==> config.mk <==
export PLATFORM = sky130hd
export DESIGN_NAME = interval_timer16
export DESIGN_NICKNAME = d
export VERILOG_FILES = /design/src/rtl/tmr_pkg.sv /design/src/rtl/tmr_prescale.sv /design/src/rtl/tmr_core.sv /design/src/rtl/tmr_regs.sv /design/src/rtl/interval_timer16.sv
export SDC_FILE = /design/constraint.sdc
export NUM_CORES = 1
export LEC_CHECK = 0
export BUFFER_PORTS_ARGS = -buffer_cell sky130_fd_sc_hd__buf_4
export CORE_AREA = 2 2 94 96
export CTS_CLUSTER_DIAMETER = 100
export DETAILED_ROUTE_END_ITERATION = 6
export DIE_AREA = 0 0 96 98
export GPL_TIMING_DRIVEN = 0
export SYNTH_ARGS = -nofsm -noshare
export SYNTH_HDL_FRONTEND = slang
export SYNTH_SLANG_ARGS = --single-unit
==> constraint.sdc <==
create_clock -name clk -period 5.95 [get_ports clk]
set_input_delay 0.595 -clock clk [delete_from_list [all_inputs] [get_ports clk]]
set_output_delay 0.595 -clock clk [all_outputs]
set_load 0.005 [all_outputs]
==> src/rtl/tmr_pkg.sv <==
`timescale 1ns/1ps
package tmr_pkg;
   localparam int DATA_W  = 8;
   localparam int ADDR_W  = 3;
   localparam int CNT_W   = 2 * DATA_W;
   localparam int SEL_W   = 3;

   localparam logic [ADDR_W-1:0] A_CTRL  = 3'd0;
   localparam logic [ADDR_W-1:0] A_CSEL  = 3'd1;
   localparam logic [ADDR_W-1:0] A_RLD_H = 3'd2;
   localparam logic [ADDR_W-1:0] A_RLD_L = 3'd3;
   localparam logic [ADDR_W-1:0] A_CNT_H = 3'd4;
   localparam logic [ADDR_W-1:0] A_CNT_L = 3'd5;

   localparam int B_EN   = 0;
   localparam int B_TRG  = 1;
   localparam int B_FLAG = 2;
   localparam int B_IEN  = 3;
   localparam int B_CONT = 4;
   localparam int B_POL  = 5;
   localparam int B_OEN  = 6;

   typedef struct packed {
      logic       oen;
      logic       pol;
      logic       cont;
      logic       ien;
      logic       en;
      logic [SEL_W-1:0] csel;
   } tmr_cfg_t;
endpackage

==> src/rtl/tmr_prescale.sv <==
`timescale 1ns/1ps
module tmr_prescale #(
   parameter int STAGES = 6,
   parameter int SEL_W  = 3
) (
   input  logic             clk,
   input  logic             rst_n,
   input  logic [SEL_W-1:0] csel,
   output logic             tick
);
   localparam int NSEL = 1 << SEL_W;

   generate
      if (STAGES < 1 || STAGES >= NSEL) begin : g_bad_stages
         $error("tmr_prescale: STAGES must lie in 1..2**SEL_W-1");
      end
   endgenerate

   logic [STAGES-1:0] pre;
   logic [STAGES:0]   tap;

   always_ff @(posedge clk or negedge rst_n) begin
      if (!rst_n) pre <= '0;
      else        pre <= pre + 1'b1;
   end

   assign tap[0] = 1'b1;
   generate
      for (genvar k = 1; k <= STAGES; k++) begin : g_tap
         assign tap[k] = &pre[k-1:0];
      end
   endgenerate

   always_comb begin
      tick = 1'b0;
      for (int k = 0; k <= STAGES; k++)
         if (csel == SEL_W'(k)) tick = tap[k];
   end

   // an unused select must never produce a tick
   always_comb begin
      if (rst_n && csel > SEL_W'(STAGES))
         a_r2_no_tick_unused: assert (!tick);
   end
endmodule

==> src/rtl/tmr_core.sv <==
`timescale 1ns/1ps
module tmr_core #(
   parameter int CNT_W = 16
) (
   input  logic             clk,
   input  logic             rst_n,
   input  logic             tick,
   input  logic             start,
   input  logic             halt,
   input  logic             cont,
   input  logic [CNT_W-1:0] reload,
   input  logic             flag_clr,
   output logic [CNT_W-1:0] count,
   output logic             flag,
   output logic             tog
);
   logic run;
   logic wrap;

   assign wrap = run & tick & ~start & ~halt & (count == '0);

   always_ff @(posedge clk or negedge rst_n) begin
      if (!rst_n) begin
         count <= '0;
         run   <= 1'b0;
         flag  <= 1'b0;
         tog   <= 1'b0;
      end else begin
         flag <= (flag & ~flag_clr) | wrap;
         if (start) begin
            count <= reload;
            run   <= 1'b1;
            tog   <= 1'b0;
         end else if (halt) begin
            run <= 1'b0;
         end else if (run && tick) begin
            if (count == '0) begin
               tog <= ~tog;
               if (cont) count <= reload;
               else begin
                  count <= '1;
                  run   <= 1'b0;
               end
            end else begin
               count <= count - 1'b1;
            end
         end
      end
   end

   a_r3_start_loads: assert property (@(posedge clk) disable iff (!rst_n)
      start |=> (run && count == $past(reload) && !tog));
   a_r6_oneshot_stops: assert property (@(posedge clk) disable iff (!rst_n)
      (wrap && !cont) |=> (!run && count == {CNT_W{1'b1}}));
   a_r5_cont_reloads: assert property (@(posedge clk) disable iff (!rst_n)
      (wrap && cont) |=> (run && count == $past(reload)));
   a_r7_wrap_sets_flag: assert property (@(posedge clk) disable iff (!rst_n)
      wrap |=> flag);
   a_r9_wrap_toggles: assert property (@(posedge clk) disable iff (!rst_n)
      wrap |=> (tog != $past(tog)));
   a_r4_halt_holds: assert property (@(posedge clk) disable iff (!rst_n)
      (halt && !start) |=> $stable(count));
endmodule

==> src/rtl/tmr_regs.sv <==
`timescale 1ns/1ps
module tmr_regs
   import tmr_pkg::*;
(
   input  logic              clk,
   input  logic              rst_n,
   input  logic              wr_en,
   input  logic [ADDR_W-1:0] wr_addr,
   input  logic [DATA_W-1:0] wr_data,
   input  logic [ADDR_W-1:0] rd_addr,
   input  logic              ext_trig,
   input  logic [CNT_W-1:0]  count,
   input  logic              flag,
   output logic [DATA_W-1:0] rd_data,
   output tmr_cfg_t          cfg,
   output logic [CNT_W-1:0]  reload,
   output logic              start,
   output logic              halt,
   output logic              flag_clr
);
   logic ext_q;
   logic wr_ctrl;
   logic en_now;

   assign wr_ctrl  = wr_en && (wr_addr == A_CTRL);
   assign en_now   = wr_ctrl ? wr_data[B_EN] : cfg.en;
   assign start    = (wr_ctrl && wr_data[B_EN] && wr_data[B_TRG]) ||
                     (ext_trig && !ext_q && en_now);
   assign halt     = !en_now;
   assign flag_clr = wr_ctrl && !wr_data[B_FLAG];

   always_ff @(posedge clk or negedge rst_n) begin
      if (!rst_n) begin
         cfg    <= '0;
         reload <= '0;
         ext_q  <= 1'b0;
      end else begin
         ext_q <= ext_trig;
         if (wr_ctrl) begin
            cfg.en   <= wr_data[B_EN];
            cfg.ien  <= wr_data[B_IEN];
            cfg.cont <= wr_data[B_CONT];
            cfg.pol  <= wr_data[B_POL];
            cfg.oen  <= wr_data[B_OEN];
         end
         if (wr_en && wr_addr == A_CSEL)  cfg.csel <= wr_data[SEL_W-1:0];
         if (wr_en && wr_addr == A_RLD_H) reload[CNT_W-1:DATA_W] <= wr_data;
         if (wr_en && wr_addr == A_RLD_L) reload[DATA_W-1:0] <= wr_data;
      end
   end

   always_comb begin
      rd_data = '0;
      case (rd_addr)
         A_CTRL: begin
            rd_data[B_EN]   = cfg.en;
            rd_data[B_FLAG] = flag;
            rd_data[B_IEN]  = cfg.ien;
            rd_data[B_CONT] = cfg.cont;
            rd_data[B_POL]  = cfg.pol;
            rd_data[B_OEN]  = cfg.oen;
         end
         A_CSEL:  rd_data[SEL_W-1:0] = cfg.csel;
         A_RLD_H: rd_data = reload[CNT_W-1:DATA_W];
         A_RLD_L: rd_data = reload[DATA_W-1:0];
         A_CNT_H: rd_data = count[CNT_W-1:DATA_W];
         A_CNT_L: rd_data = count[DATA_W-1:0];
         default: rd_data = '0;
      endcase
   end

   a_r4_no_start_disabled: assert property (@(posedge clk) disable iff (!rst_n)
      (!cfg.en && !wr_ctrl) |-> !start);
   a_r10_trg_reads_zero: assert property (@(posedge clk) disable iff (!rst_n)
      (rd_addr == A_CTRL) |-> !rd_data[B_TRG]);
endmodule

==> src/rtl/interval_timer16.sv <==
`timescale 1ns/1ps
module interval_timer16
   import tmr_pkg::*;
#(
   parameter int PRE_STAGES = 6
) (
   input  logic              clk,
   input  logic              rst_n,
   input  logic              wr_en,
   input  logic [ADDR_W-1:0] wr_addr,
   input  logic [DATA_W-1:0] wr_data,
   input  logic [ADDR_W-1:0] rd_addr,
   output logic [DATA_W-1:0] rd_data,
   input  logic              ext_trig,
   output logic              irq,
   output logic              tmr_out
);
   tmr_cfg_t         cfg;
   logic [CNT_W-1:0] reload;
   logic [CNT_W-1:0] count;
   logic             start, halt, flag_clr, flag, tog, tick;

   tmr_regs u_regs (
      .clk, .rst_n, .wr_en, .wr_addr, .wr_data, .rd_addr, .ext_trig,
      .count, .flag, .rd_data, .cfg, .reload, .start, .halt, .flag_clr
   );

   tmr_prescale #(.STAGES(PRE_STAGES), .SEL_W(SEL_W)) u_pre (
      .clk, .rst_n, .csel(cfg.csel), .tick
   );

   tmr_core #(.CNT_W(CNT_W)) u_core (
      .clk, .rst_n, .tick, .start, .halt, .cont(cfg.cont), .reload,
      .flag_clr, .count, .flag, .tog
   );

   assign irq     = flag & cfg.ien;
   assign tmr_out = cfg.oen & (tog ^ cfg.pol);

   a_r8_irq_follows_flag: assert property (@(posedge clk) disable iff (!rst_n)
      $fell(flag) |-> !irq);
   a_r9_out_quiet_disabled: assert property (@(posedge clk) disable iff (!rst_n)
      !cfg.oen |-> !tmr_out);
endmodule

Word-level counts from Yosys, hierarchy flattened
Cells that the tools add are included.

Equal/unequal tests: 17. Reductions and logical operators: 28. Bitwise logic cells: 12. Add/sub/neg operators: 2. Mux-type cells: 27.

Operator list (count): $mux 16 (5); $pmux 4 s5 (1); $eq 3x2->1 const B (6); $mux 1 (17); $logic_not 16->1 (1); $sub 16x1->16 const B (1); $eq 3x3->1 const B (5); $pmux 1 s6 (2); $logic_and 1x1->1 (10); $eq 3x1->1 const B (3); $logic_not 3->1 (3); $reduce_and 3->1 (3); $and 1x1->1 (7); $add 6x1->6 const B (1); $ne 3x1->1 const B (2); $reduce_and 6->1 (1); $reduce_bool 2->1 (3); $pmux 1 s5 (1); $reduce_and 5->1 (1); $pmux 1 s4 (1); $reduce_and 2->1 (2); $reduce_and 4->1 (1); $ne 3x2->1 const B (1); $not 1->1 (3); 4 further kinds (5).

Output and inout port bits: 10. Word-level logic and storage cells: 100. Input bits: 18. Register bits: 50.

Longest topological paths before layout
Gate-level depths: netlist (run 1).

Depth after elaboration: 13. Mapped depth: 11. Depth with buffers taken out: 10.

Hierarchy
Synthesis (run 1) repeated with hierarchy kept, for this count alone.

Cells, all modules: 283. Area total of the unflattened synthesis: 3037.9 sq um.

By module, submodules not included: tmr_regs (area an instance 1373.8 sq um, instances 1, cells an instance 111); tmr_core (area an instance 1353.8 sq um, instances 1, cells an instance 146); tmr_prescale (area an instance 289.0 sq um, instances 1, cells an instance 23); interval_timer16 (area an instance 21.3 sq um, instances 1, cells an instance 3).

Least setup slack after synthesis (run 1)
OpenSTA, ideal clock, no wires.

Path kind: input to register. From: input wr_addr[1]. To: register u_core.count[8]. Required time: 5.829 ns. Stages: 6. Slack: 3.720 ns. Arrival time: 2.109 ns. Path through: nor4b_4 > nand2b_1 > o32ai_4 > or2_4 > o32a_1 > o22a_1.

Longest elaborated chain between the ends: 7.

Ends and longest elaborated chain: from (decl) (line interval_timer16.sv:10) `input logic [ADDR_W-1:0] wr_addr,`; $logic_not 3->1 (*) (line tmr_regs.sv:25) `assign wr_ctrl = wr_en && (wr_addr == A_CTRL);`; $logic_and 1x1->1 (*) (line tmr_regs.sv:25); $mux 1 or $logic_and 1x1->1 (tied branches) (line tmr_regs.sv:26, tmr_regs.sv:27); $logic_and 1x1->1 (on tied branches) (line tmr_regs.sv:28, tmr_regs.sv:27); $logic_or 1x1->1 (line tmr_regs.sv:27) `assign start = (wr_ctrl && wr_data[B_EN] && wr_data[B_TRG]) ||`; $reduce_bool 2->1 (no source line); $reduce_and 2->1 (no source line); to (signal assigned) (line tmr_core.sv:31) `count <= reload;`; to (signal assigned) (line tmr_core.sv:39) `if (cont) count <= reload;`; to (signal assigned) (line tmr_core.sv:45) `count <= count - 1'b1;`; to (decl) (line tmr_core.sv:13) `output logic [CNT_W-1:0] count,`.

Mark *: on every way between the ends. The rest lies on a longest branch, timed or not. A chain may end at the register's enable or synchronous reset.

Worst setup path in the final report (run 1)
From: register u_pre.pre[0]. To: register u_core.count[6].

Longest elaborated chain between the ends: 9.

Ends and longest elaborated chain: from (decl) (line tmr_prescale.sv:19) `logic [STAGES-1:0] pre;`; from (signal assigned) (line tmr_prescale.sv:24) `else pre <= pre + 1'b1;`; $mux 1 or $reduce_and 2->1 (tied branches) (line tmr_prescale.sv:37, tmr_prescale.sv:30); $mux 1 (4 in series) (line tmr_prescale.sv:37) `if (csel == SEL_W'(k)) tick = tap[k];`; $mux 1 (*) (line tmr_prescale.sv:37); $logic_and 1x1->1 (*) (line tmr_core.sv:36) `end else if (run && tick) begin`; $reduce_bool 2->1 (no source line) (*); $reduce_and 2->1 (no source line) (*).

Marks and branches as above.

==> results of run 1 <==
per-layer routing:
layer / GRT usage, % / vias to the layer above / part of all wire (%)
met3: 3.01 / 8 / 4.1
li1: - / 1110 / -
met1: 25.3 / 1191 / 49
met4: 5.49 / 0 / 1.4
met2: 25.4 / 50 / 46
met5: 0 / - / 0
cells in the mapped netlist, types with 7 or more instances:
cell type	count	area, um2
sky130_fd_sc_hd__dfrtp_1	50	1250
sky130_fd_sc_hd__nand2_1	26	97.6
sky130_fd_sc_hd__mux2_2	17	191
sky130_fd_sc_hd__inv_1	15	56.3
sky130_fd_sc_hd__a21oi_1	13	65.1
sky130_fd_sc_hd__o22ai_1	13	81.3
sky130_fd_sc_hd__a22oi_1	11	82.6
sky130_fd_sc_hd__nand3_1	11	55.1
sky130_fd_sc_hd__nor2_1	10	37.5
sky130_fd_sc_hd__o21ai_1	10	50.1
sky130_fd_sc_hd__mux2i_1	8	80.1
sky130_fd_sc_hd__a2bb2oi_1	7	61.3
sky130_fd_sc_hd__mux2_1	7	78.8
sky130_fd_sc_hd__nor3_1	7	35.0
sky130_fd_sc_hd__o21ai_0	7	35.0
worst max-delay path, cell delays in order (launching register included):
cell	delay, ns
sky130_fd_sc_hd__dfrtp_1	0.40
sky130_fd_sc_hd__ha_1	0.22
sky130_fd_sc_hd__nand3_1	0.11
sky130_fd_sc_hd__inv_1	0.07
sky130_fd_sc_hd__ha_1	0.13
sky130_fd_sc_hd__nand3b_1	0.07
sky130_fd_sc_hd__o311ai_0	0.09
sky130_fd_sc_hd__nor4b_1	0.55
sky130_fd_sc_hd__o21a_1	0.32
sky130_fd_sc_hd__clkbuf_1	0.44
sky130_fd_sc_hd__o21ai_0	0.19
sky130_fd_sc_hd__a22oi_1	0.19
logic make-up (layout without fill, tap and decap cells):
| logic type | Yosys count | in the layout |
|---|---|---|
| mux | 32 | 32 |
| simple gates | 83 | 83 |
| fa+ha+maj | 5 | 5 |
| buf+inv | 25 | 59 |
| compound gates | 82 | 82 |
| flops | 50 | 50 |
| xor+xnor | 3 | 3 |
flip-flops by register name, indices dropped and copies added (netlist names):
register / cells
u_core.count: 16
u_regs.reload: 16
u_regs.cfg: 8
u_pre.pre: 6
u_core.flag: 1
u_core.run: 1
u_core.tog: 1
u_regs.ext_q: 1
worst min path at each step:
stage | endpoint | cells after the start | start
floorplan | u_core.count[0] | 0 | rst_n
global placement | u_pre.pre[0] | 1 | u_pre.pre[0]
detailed placement | u_pre.pre[5] | 1 | u_pre.pre[5]
CTS | u_regs.cfg[6] | 1 | rst_n
global route | u_regs.reload[2] | 1 | rst_n
finish | u_regs.cfg[6] | 1 | rst_n
stage by stage:
| step | hold slack (ns) | cell area [um2] |
|---|---|---|
| 2_1_floorplan | 0.299 | 2850 |
| 3_3_place_gp | 0.461 | 3180 |
| 3_5_place_dp | 0.467 | 3180 |
| 4_1_cts | 0.329 | 3290 |
| 5_1_grt | 0.353 | 3290 |
| 6_report | 0.308 | 3290 |
final cells by class:
type | count | area share, %
inverters | 15 | 1.71
clock buffers | 6 | 2.21
plain buffers | 10 | 1.83
repair buffers | 26 | 5.94
clock inverters | 2 | 1.14
flip-flops and latches | 50 | 38.1
well taps | 108 | 4.11
multi-input cells | 205 | 45.0
where the power goes:
group | internal, mW | switching [mW] | leakage, nW
Sequential | 0.416 | 0.0967 | 0.602
Combinational | 0.138 | 0.143 | 0.709
Clock | 0.126 | 0.117 | 0.0514
==> flow_results.org, run 1 <==
** Outcome
- Result of the run :: finished, final reports clean

** Cells and area
- The library cell used most frequently in the layout, excluding fill and tap cells, is sky130_fd_sc_hd__dfrtp_1.
- Summing all multi-input logic gate instances after layout gives 1480 um2.
- Registers take 1250 um2.
- Ant. Diodes :: 0
- Area growth, synth to finish :: 15.5%
- Leaving out fill and tap cells, the most frequent cells in the layout are sky130_fd_sc_hd__dfrtp_1, sky130_fd_sc_hd__nand2_1, sky130_fd_sc_hd__buf_4, sky130_fd_sc_hd__mux2_2, sky130_fd_sc_hd__inv_1.
- The final layout contains 336 nets.
- Final Core Density :: 38.8%
- After filler insertion, the fill cell instance count of the layout stands at 863.
- Final Non-Filler Cells :: 422
- The post-route netlist has 19.7% of its cells at a drive strength greater than 1.

** CTS
- Number of clock sinks :: 50
- Post-CTS timing repair inserted 0 buffers for setup.
- No sink is reached through more buffers than the 2 on the longest clock path.
- CTS tree :: done
- The number of gates resized after CTS was 0.
- Hold_buf cts :: 0
- TritonCTS created 5 clock buffers.
- # H-tree levels :: 2
- After clock tree synthesis, the clock-pin slew on the worst setup and hold paths is 0.10 ns.
- Root Driver :: sky130_fd_sc_hd__clkbuf_8
- Insertion delay of the later-clocked pin in the worst-skew pair :: 0.31 ns

** Yosys
- Number of synthesized register bits :: 50
- The synthesized netlist devotes 20.1% of its cell area to compound gates.
- Xor/xnor cell area share of the yosys netlist :: 0.923%
- Syn_area_per_cell :: 10.2 um2
- Main flop type after synthesis :: sky130_fd_sc_hd__dfrtp_1
- Synthesized-area fraction occupied by adder cells :: 2.20%
- The number of nets in the synthesized netlist is 303.
- Summed instance area of the synthesized netlist :: 2850 um2
- Register area share after synthesis :: 44.0%
- Cells after Synth :: 280
- For this run, asynchronously set or reset flops after synthesis account for 100%.
- By area, the combinational part of the netlist is dominated by compound AO/OA/AOI/OAI gates.
- After Yosys synthesis, and, or, nand and nor cells account for 16.4% of the synthesized area.
- Number of synthesized flops with an enable pin :: 0
- Yosys synthesis warning count :: 0
- Unique masters post-synth :: 52
- Mux share of post-synthesis cell area :: 12.3%

** Critical path
- For the worst setup path, the data required time is 6.17 ns.
- Capture point of the critical path :: u_core.count[6]
- R2R depth :: 11
- Launch point of the worst path :: u_pre.pre[0]
- Across all register-to-register paths, the minimum setup slack is 3.08 ns.
- Origin of the critical flop-to-flop path :: u_pre.pre[0]
- Crit end category :: flip-flop
- Setup Crit Path Kind :: flip-flop to flip-flop
- Sort of element at the start of the critical path :: flip-flop
- Maximum fanout encountered on the critical timing path :: 10
- Worst EP arrival :: 3.09 ns
- Worst reg2reg path endpoint :: u_core.count[6]

** Placement
- Half-perimeter wire length after placement :: 5540 um
- Worst Setup Slack post-DPL :: 3.01 ns
- Buffers placed on the I/O ports in this run total 26.
- Routability Congestion :: 0.895
- Placed Cells :: 414

** Timing
- Clock skew after layout :: 0.0105 ns
- Slew at the pin closest to its max-slew limit :: 0.903 ns
- Across all setup checks in the final design, the least slack found is 3.08 ns.
- The number of endpoints with negative hold slack in the final report came to 0.
- Setup repair after global routing left no endpoint under its margin.
- Max-slew violation total from the final report :: 0
- The worst path uses 48.2% of the clock period.
- Period minus WS final :: 2.87 ns
- Setup violations remaining at the end of the flow were counted as 0.
- Static timing analysis puts the maximum clock frequency at 348 MHz.
- Slew headroom :: 39.5%
- In the final timing run, aggregate negative setup slack is 0 ns.

** Floorplanning
- Height of the die :: 98 um
- Width of the chip :: 96 um
- Standard-cell rows :: 34
- The core region is 8470 um2.
- The floorplan step defined a die boundary enclosing 9410 um2.
- Initial core utilization :: 33.6%
- Pin placement for this block handled 28 I/O pins.

** Power
- Static Leak :: 1.36 nW
- For this design the ratio of total power to cell area is 315 nW/um2.
- Peak supply drop :: 0.000201 V
- Total design power :: 1.04 mW

** Route
- The count of nets left with antenna violations once routing finished came out at 0.
- The routed design has 7560 um of wire.
- In the final routed layout, each cell accounts on average for 17.9 um.
- Number of vias in the routed layout :: 2359
- Initial DRC Count :: 159
- Before antenna repair, the detailed router went through 4 iterations.
- After detailed routing, the number of vias per cell comes to 5.59.
- DRC violations left :: 0

** Global routing
- The first global-routing pass estimated 12200 um of wire.
- Initial antenna violation count :: 0
- Total global routing overflow :: 0
- Entering global routing, the biggest net connects 51 pins.
- Total track usage :: 17.2%
- The via count of the first global-routing pass is 2314.

** Run
- Number of max-cap violations :: 0

** Min path
- The worst hold path belongs to the class primary input to asynchronous set/reset pin.
Power figures use the tool's default switching activity.
==> run 2, diff against run 1 <==
==> constraint.sdc (replaced) <==
create_clock -name clk -period 2.98 [get_ports clk]
set_input_delay 0.298 -clock clk [delete_from_list [all_inputs] [get_ports clk]]
set_output_delay 0.298 -clock clk [all_outputs]
set_load 0.005 [all_outputs]
==> flow_results.org, run 2 (synthesized netlist as in run 1, its figures left out) <==
** Cells and area
- Ant. Diodes :: 0
- Share of post-route cells with drive strength above 1 :: 20.1%
- The largest registers in the layout are u_core.count: 16 flops, u_regs.reload: 16 flops, u_regs.cfg: 8 flops.
- In the layout the commonest cells are sky130_fd_sc_hd__dfrtp_1, sky130_fd_sc_hd__nand2_1, sky130_fd_sc_hd__buf_4, sky130_fd_sc_hd__mux2_2, sky130_fd_sc_hd__inv_1.
- At the end of the flow, the number of nets in the layout was 336.
- Relative to the synthesized area, the layout overhead comes to 15.7%.
- Once layout is complete, the utilization of the core stands at 38.9%.
- Leading cell type in the layout, fill and taps excluded :: sky130_fd_sc_hd__dfrtp_1

** Timing
- The final max-slew violation count was 0.
- Setup total negative slack :: 0 ns
- The number of endpoints with negative hold slack in the final report came to 0.
- Period minus WS final :: 2.70 ns
- Highest clock frequency the design can meet :: 370 MHz
- Setup-violating endpoint count in the final report :: 0
- Clock skew after layout :: 0.0100 ns
- The worst pin sits at a relative slew slack of 39.0%.
- Setup repair after global routing left no endpoint under its margin.
- Dividing the final minimum period by the clock period gives 90.7%.
- At the pin with the least slew margin, the transition time is 0.912 ns.

** CTS
- Clock-pin slew was measured on the worst setup and hold paths at 0.09 ns.
- The number of setup buffers added after CTS is 0.
- Number of clock sinks :: 50
- The tree is rooted in a sky130_fd_sc_hd__clkbuf_8.
- Clock latency on the worst-skew pair, taken at its later pin, is 0.31 ns.
- Number of buffers created by CTS :: 5
- The H-tree generated during clock tree synthesis spans 2 levels.
- Hold_buf cts :: 0
- CTS tree :: done
- Clock Tree Buf Depth :: 2

** Route
- The final route contains 2370 vias.
- The count of nets left with antenna violations once routing finished came out at 0.
- Routed WL :: 7560 um
- Via density per instance :: 5.62
- In the final routed layout, each cell accounts on average for 17.9 um.
- Number of iterations in the first detailed-routing pass :: 4
- In this run, the number of DRC markers left after iteration 0 of detailed routing was 140.
- DRC violations left :: 0

** Critical path
- Launch point of the worst path :: u_pre.pre[0]
- Register-to-Register Setup Slack :: 0.28 ns
- Required time reported for the critical path endpoint :: 3.20 ns
- Worst reg2reg path endpoint :: u_core.count[6]
- R2R depth :: 11
- Sort of element at the start of the critical path :: flip-flop
- Origin of the critical flop-to-flop path :: u_pre.pre[0]
- Following the worst setup path forward leads to its endpoint at u_core.count[6].
- Maximum fanout encountered on the critical timing path :: 10
- Setup Crit Path Kind :: flip-flop to flip-flop
- Worst EP arrival :: 2.92 ns
- STA classifies the critical path endpoint as a flip-flop.

** Placement
- Detailed placement ended at an HPWL of 5540 um.
- Count of input and output buffers :: 26
- At the end of routability-driven placement, the weighted congestion stood at 0.895.

** Global routing
- The total overflow left after global routing is 0.
- The via count of the first global-routing pass is 2314.
- Entering global routing, the biggest net connects 51 pins.
- First-pass GRT wire length :: 12200 um
- Total track usage :: 17.2%
- The number of antenna violations at the first check in global routing came to 0.

** Floorplanning
- Standard-cell rows :: 34
- 28 I/O pins were placed.
- Width of the chip :: 96 um
- The initial utilization of the core area, before any placement, comes to 33.6%.
- Die area :: 9410 um2
- The die is 98 um tall.
- The region available for standard cell placement spans 8470 um2.

** Power
- Peak supply drop :: 0.000402 V
- Static Leak :: 1.36 nW
- Power density over cell area :: 629 nW/um2

** Outcome
- Result of the run :: finished, final reports clean

** Run
- The tool flagged a number of max-cap violations equal to 0.

** Min path
- The worst hold path belongs to the class primary input to asynchronous set/reset pin.
==> run 2: worst max-delay path, stage by stage (launching register included) <==
cell,delay [ns]
sky130_fd_sc_hd__dfrtp_1,0.40
sky130_fd_sc_hd__ha_1,0.21
sky130_fd_sc_hd__nand3_1,0.11
sky130_fd_sc_hd__inv_1,0.07
sky130_fd_sc_hd__ha_1,0.14
sky130_fd_sc_hd__nand3b_1,0.07
sky130_fd_sc_hd__o311ai_0,0.10
sky130_fd_sc_hd__nor4b_2,0.39
sky130_fd_sc_hd__o21a_1,0.29
sky130_fd_sc_hd__clkbuf_1,0.46
sky130_fd_sc_hd__o21ai_0,0.19
sky130_fd_sc_hd__a22oi_1,0.19
==> run 2: area by class of cell <==
| type | instances | area (um2) |
|---|---|---|
| multi-input cells | 205 | 1480 |
| fillers | 862 | 5170 |
| repair buffers | 26 | 195 |
| well taps | 108 | 135 |
| flip-flops and latches | 50 | 1250 |
| clock buffers | 6 | 72.6 |
| inverters | 15 | 56.3 |
| plain buffers | 10 | 60.1 |
| clock inverters | 2 | 37.5 |
==> run 2: worst min path at each step <==
stage,startpoint,endpoint,slack [ns],cells after the start
global route,rst_n,u_regs.reload[2],0.06,1
global placement,rst_n,u_regs.reload[11],0.37,1
finish,rst_n,u_regs.cfg[6],0.005,1
CTS,rst_n,u_regs.cfg[6],0.03,1
detailed placement,rst_n,u_regs.cfg[6],0.37,1
floorplan,rst_n,u_core.count[0],0.002,0
==> run 2: report_power, final <==
| part | internal [mW] | switching, mW | leakage (nW) |
|---|---|---|---|
| registers | 0.831 | 0.193 | 0.602 |
| logic | 0.277 | 0.285 | 0.711 |
| clock network | 0.251 | 0.233 | 0.0514 |
==> run 2: routing by layer <==
metal  part of all wire [%]  global-route usage [%]  vias up
met2                     46                    25.4       60
met5                      0                       0        -
li1                       -                       -     1110
met1                     48                    25.3     1192
met3                    5.2                    3.01        8
met4                    1.4                    5.49        0
==> run 2: metrics by stage <==
stage	cell area (um2)	worst slack [ns]	hold slack (ns)	instances	power [mW]
after floorplan	2850	0.762	0.00241	280	1.37
after global placement	3180	0.254	0.368	414	1.57
after detailed placement	3180	0.190	0.368	414	1.59
after CTS	3290	0.153	0.0321	422	2.07
after global routing	3290	0.0357	0.0558	422	2.21
final	3290	0.278	0.00529	422	2.07
==> run 2: what timing repair did <==
item / 4_1_cts / 5_1_grt
hold endpoints to repair: 0 / 0
setup endpoints to repair: 0 / 7
resized for setup: 0 / 1
